--- src/rtl/dev_dma_if_pkg.sv ---
package dev_dma_if_pkg;
  // status bit positions
  localparam int STAT_PEND_BIT = 0;
  localparam int STAT_BUSY_BIT = 2;
  localparam int STAT_OVR_BIT  = 4;
  // command bit positions
  localparam int CMD_DIR_BIT   = 0;
  localparam int CMD_START_BIT = 2;

  typedef struct packed {
    logic cmdWr;    // command port written
    logic bufLoad;  // capture peripheral byte
    logic bufRd;    // buffer port read on the bus
  } difStrobe_t;
endpackage

--- src/rtl/dev_dma_if_ctrl.sv ---
module dev_dma_if_ctrl
  import dev_dma_if_pkg::*;
#(
  parameter int DW = 8,
  parameter int AW = 2,
  parameter int CW = 16,
  parameter int CMD_OFS = 1,
  parameter int BUF_OFS = 2
) (
  input  logic          clk,
  input  logic          rstN,
  input  logic          ioSel,
  input  logic          ioWr,
  input  logic          ioRd,
  input  logic [AW-1:0] ioAddr,
  input  logic [DW-1:0] ioWdata,
  input  logic          devByteValid,
  input  logic [CW-1:0] devRemain,
  input  logic          dirIn,
  input  logic          dmaAck,
  output difStrobe_t    strb,
  output logic          startQ,
  output logic          busyQ,
  output logic          reqQ,
  output logic          ovrQ
);
  localparam logic [AW-1:0] CMD_A = AW'(CMD_OFS);
  localparam logic [AW-1:0] BUF_A = AW'(BUF_OFS);

  logic cmdHit, bufRdHit, startWr, byteEligible, accept, drop, reqClear, blockEnd;

  always_comb begin
    cmdHit       = ioSel && ioWr && (ioAddr == CMD_A);
    bufRdHit     = ioSel && ioRd && (ioAddr == BUF_A);
    startWr      = cmdHit && ioWdata[CMD_START_BIT];
    byteEligible = devByteValid && busyQ && dirIn;
    accept       = byteEligible && !reqQ;
    drop         = byteEligible && reqQ;
    reqClear     = reqQ && (dmaAck || bufRdHit);
    blockEnd     = busyQ && (devRemain == '0);
    strb.cmdWr   = cmdHit;
    strb.bufLoad = accept;
    strb.bufRd   = bufRdHit;
  end

  always_ff @(posedge clk) begin
    if (!rstN) begin
      startQ <= 1'b0;
      busyQ  <= 1'b0;
      reqQ   <= 1'b0;
      ovrQ   <= 1'b0;
    end else begin
      startQ <= startWr;
      if (startWr)       busyQ <= 1'b1;
      else if (blockEnd) busyQ <= 1'b0;
      if (accept)        reqQ <= 1'b1;
      else if (reqClear) reqQ <= 1'b0;
      if (startWr)       ovrQ <= 1'b0;
      else if (drop)     ovrQ <= 1'b1;
    end
  end
endmodule

--- src/rtl/dev_dma_if_dp.sv ---
module dev_dma_if_dp
  import dev_dma_if_pkg::*;
#(
  parameter int DW = 8,
  parameter int AW = 2,
  parameter int STAT_OFS = 0,
  parameter int CMD_OFS = 1,
  parameter int BUF_OFS = 2
) (
  input  logic          clk,
  input  logic          rstN,
  input  difStrobe_t    strb,
  input  logic          ioSel,
  input  logic          ioRd,
  input  logic [AW-1:0] ioAddr,
  input  logic [DW-1:0] ioWdata,
  input  logic [DW-1:0] devByte,
  input  logic          busy,
  input  logic          pend,
  input  logic          ovr,
  output logic          dirIn,
  output logic [DW-1:0] bufQ,
  output logic [DW-1:0] ioRdata
);
  localparam logic [AW-1:0] STAT_A = AW'(STAT_OFS);
  localparam logic [AW-1:0] CMD_A  = AW'(CMD_OFS);
  localparam logic [AW-1:0] BUF_A  = AW'(BUF_OFS);

  logic [DW-1:0] statusByte, cmdByte;

  always_ff @(posedge clk) begin
    if (!rstN) begin
      dirIn <= 1'b0;
      bufQ  <= '0;
    end else begin
      if (strb.cmdWr)   dirIn <= ioWdata[CMD_DIR_BIT];
      if (strb.bufLoad) bufQ  <= devByte;
    end
  end

  always_comb begin
    statusByte = '0;
    statusByte[STAT_PEND_BIT] = pend;
    statusByte[STAT_BUSY_BIT] = busy;
    statusByte[STAT_OVR_BIT]  = ovr;
    cmdByte = '0;
    cmdByte[CMD_DIR_BIT] = dirIn;  // start bit always reads 0
    ioRdata = '0;
    if (ioSel && ioRd) begin
      if (ioAddr == STAT_A)     ioRdata = statusByte;
      else if (ioAddr == CMD_A) ioRdata = cmdByte;
      else if (ioAddr == BUF_A) ioRdata = bufQ;
    end
  end
endmodule

--- src/rtl/dev_dma_if.sv ---
module dev_dma_if
  import dev_dma_if_pkg::*;
#(
  parameter int DW = 8,
  parameter int AW = 2,
  parameter int CW = 16,
  parameter int STAT_OFS = 0,
  parameter int CMD_OFS = 1,
  parameter int BUF_OFS = 2
) (
  input  logic          clk,
  input  logic          rstN,
  input  logic          ioSel,
  input  logic          ioWr,
  input  logic          ioRd,
  input  logic [AW-1:0] ioAddr,
  input  logic [DW-1:0] ioWdata,
  output logic [DW-1:0] ioRdata,
  input  logic          devByteValid,
  input  logic [DW-1:0] devByte,
  input  logic [CW-1:0] devRemain,
  output logic          devStart,
  output logic          devDirIn,
  output logic          dmaReq,
  input  logic          dmaAck,
  output logic [DW-1:0] dmaData
);
  difStrobe_t strb;
  logic startQ, busy, reqQ, ovr, dirIn;
  logic [DW-1:0] bufQ;

  dev_dma_if_ctrl #(.DW(DW), .AW(AW), .CW(CW), .CMD_OFS(CMD_OFS), .BUF_OFS(BUF_OFS)) u_ctrl (
    .clk(clk), .rstN(rstN), .ioSel(ioSel), .ioWr(ioWr), .ioRd(ioRd), .ioAddr(ioAddr),
    .ioWdata(ioWdata), .devByteValid(devByteValid), .devRemain(devRemain), .dirIn(dirIn),
    .dmaAck(dmaAck), .strb(strb), .startQ(startQ), .busyQ(busy), .reqQ(reqQ), .ovrQ(ovr)
  );

  dev_dma_if_dp #(.DW(DW), .AW(AW), .STAT_OFS(STAT_OFS), .CMD_OFS(CMD_OFS), .BUF_OFS(BUF_OFS)) u_dp (
    .clk(clk), .rstN(rstN), .strb(strb), .ioSel(ioSel), .ioRd(ioRd), .ioAddr(ioAddr),
    .ioWdata(ioWdata), .devByte(devByte), .busy(busy), .pend(reqQ), .ovr(ovr),
    .dirIn(dirIn), .bufQ(bufQ), .ioRdata(ioRdata)
  );

  assign devStart = startQ;
  assign devDirIn = dirIn;
  assign dmaReq   = reqQ;
  assign dmaData  = bufQ;
endmodule

--- config.mk ---
export PLATFORM = sky130hd
export DESIGN_NAME = dev_dma_if
export DESIGN_NICKNAME = d
export VERILOG_FILES = /design/src/rtl/dev_dma_if_pkg.sv /design/src/rtl/dev_dma_if_ctrl.sv /design/src/rtl/dev_dma_if_dp.sv /design/src/rtl/dev_dma_if.sv
export SDC_FILE = /design/constraint.sdc
export NUM_CORES = 1
export LEC_CHECK = 0
export ABC_CLOCK_PERIOD_IN_PS = 1100
export CORE_MARGIN = 3
export CORE_UTILIZATION = 27
export DETAILED_ROUTE_END_ITERATION = 8
export PLACE_DENSITY_LB_ADDON = 0.15
export SLEW_MARGIN = 10
export SYNTH_ARGS = -nofsm -noshare
export SYNTH_HDL_FRONTEND = slang
export SYNTH_HIERARCHICAL = 1
export SYNTH_SLANG_ARGS = --single-unit
--- constraint.sdc ---
create_clock -name clk -period 1.1 [get_ports clk]
set_input_delay 0.22 -clock clk [delete_from_list [all_inputs] [get_ports clk]]
set_output_delay 0.22 -clock clk [all_outputs]
set_load 0.01 [all_outputs]
==> metrics.yaml <==
final_cells: 164
hold_path.class: "input port to flop"
start_util_pct: 29.08
dp_cells: 156
powerDensity_nw_per_um2: 687.0
drc: 0
yosysWarnings: 6
r2r-end: "u_dp/bufQ[0]$_SDFFE_PN0P_"
slew_viol_final: 0
grt_pass1_vias: 746
route.final.wire_length_um: 2208
grt-ovfl-total: 0
io_buffer_count: 53
critPathSlowestCell: "dfxtp_2"
critPathRequiredTime_ns: 0.88
maxSlewHeadroom_pct: 84.96
worst-r2r-cell-count: 6
grt_max_degree: 11
rsz0062_at_grt: "true"
violations: "negative setup slack"
cts.path.max_buffers: 2
fmax_ghz: 0.8318
die_y_um: 55.28
whs_path_depth: 4
cts_made_buffers: 3
antenna_found_initial: 0
worst_path_largest_cell_delay_ns: 0.34
root_buffer: "clkbuf_4"
arrival_ns: 0.98
startpoint_type: "flop"
ctsHtreeMaxLevel: 1
reg2reg_slack_ns: -0.07
crit_chain: "mux2i_1 > o22ai_1 > buf_2"
syn2layout_area_growth_pct: 114.3
cts.clk_slew.worst_paths_ns: 0.08
cts_tree: "done"
hpwl_um: 1685
synth_nets: 106
setup_viol: 16
row_count: 17
first_iter_violations: 8
min_to: "u_ctrl/busyQ$_SDFFE_PN0P_"
critPathMaxFanout: 2
syn_area_um2: 655.6
die_x_um: 55.28
clock-sinks: 13
power.leakage_nw: 0.5674
finalHoldViolCount: 0
finalCriticalPeriod_ns: 1.202
status: "finished, violations left"
clock_skew_ns: 0.0004556
wire_per_inst_um: 13.46
gp_congestion: 0.7493
die_area_um2: 3055
r2r-start: "u_dp/dirIn$_SDFFE_PN0P_"
final_cell_mix: "clkdlybuf4s50_1 (28), buf_6 (16), mux2i_1 (12)"
grt_pass1_wl_um: 3367
syn_avg_cell_area_um2: 10.09
drv_cap: 0
fin_crit_sh_pct: 109.3
worst_slew_pin_slew_ns: 0.2238
clock_latency_ns: 0.28
drtPass1Iterations: 4
grt_util_all_layers_pct: 14.32
ant_nets: 0
drive_gt1_share_pct: 48.53
routed_via_density: 4.512
setup_ws_ns: -0.1023
layout_commonest_cell: "clkdlybuf4s50_1"
end_kind: "primary output"
diodes: 0
syn_inst: 65
pin_count: 60
vias: 740
dpl_worst_slack_ns: -0.8222
ir_worst_vdd_mv: 0.5630
hold_path_startpoint: "devRemain[7]"
layout.nets: 178
path_class: "flop to primary output"
core_area_um2: 2255
==> state kept, by name (all words and copies together) (netlist names) <==
| signal | cells |
|---|---|
| u_ctrl/busyQ | 1 |
| u_dp/bufQ | 8 |
| u_ctrl/reqQ | 1 |
| u_dp/dirIn | 1 |
| u_ctrl/startQ | 1 |
| u_ctrl/ovrQ | 1 |
==> report_power, final <==
group          switching [mW]  leakage [nW]  total (mW)  internal [mW]
Clock                   0.159        0.0150       0.299          0.141
Combinational          0.0537         0.442       0.194          0.141
Sequential            0.00140         0.111       0.471          0.470
Total                   0.214         0.567       0.965          0.751
==> metrics by stage <==
stage	area (um^2)	power [mW]	util [%]	TNS (ns)	hold WS (ns)
3_3_place_gp	1308	0.6640	57.99	-11.09	0.5217
6_report	1405	0.9653	62.32	-0.8073	0.4562
5_1_grt	1405	1.011	62.32	-1.732	0.4779
2_1_floorplan	670.6	0.5121	-	-0.1616	0.3111
3_5_place_dp	1308	0.6669	57.99	-11.37	0.5282
4_1_cts	1346	0.9755	59.71	-0.7707	0.4607
==> worst max path at each step <==
stage / from / end / slack (ns) / cells past startpoint
2_1_floorplan: u_dp/dirIn$_SDFFE_PN0P_ / u_dp/bufQ[0]$_SDFFE_PN0P_ / -0.02 / 6
3_3_place_gp: ioAddr[0] / ioRdata[7] / -0.78 / 4
3_5_place_dp: ioAddr[0] / ioRdata[1] / -0.82 / 4
4_1_cts: ioAddr[0] / ioRdata[1] / -0.11 / 5
5_1_grt: u_dp/dirIn$_SDFFE_PN0P_ / u_dp/bufQ[0]$_SDFFE_PN0P_ / -0.15 / 6
6_report: u_ctrl/reqQ$_SDFFE_PN0P_ / ioRdata[0] / -0.10 / 3
==> per-layer routing <==
metal	up-vias	global-route usage, %	routed length (um)
li1	377	-	-
met3	4	3.505	171
met2	34	22.80	1045
met4	0	10.42	62
met5	-	0	0
met1	325	16.50	928
==> critical path, delay by kind of cell, from the launching register on <==
kind | cells | cell delay, ns
DFF | 1 | 0.34
AOI/OAI and AO/OA | 1 | 0.15
buffers and inverters | 1 | 0.15
muxes | 1 | 0.07
==> cell type report <==
cell class / count / area (um^2)
fillers: 209 / 849.6
repair buffers: 71 / 653.1
multi-input cells: 47 / 410.4
flip-flops and latches: 13 / 276.5
well taps: 28 / 35.03
clock buffers: 4 / 26.28
inverters: 1 / 3.754
==> what timing repair did <==
action / in CTS / in global routing
setup endpoints to repair: 32 / 25
pin swaps: 11 / 5
buffers inserted: 2 / 2
gates resized for setup: 105 / 17
hold buffers: 0 / 0
Power figures use the tool's default switching activity.
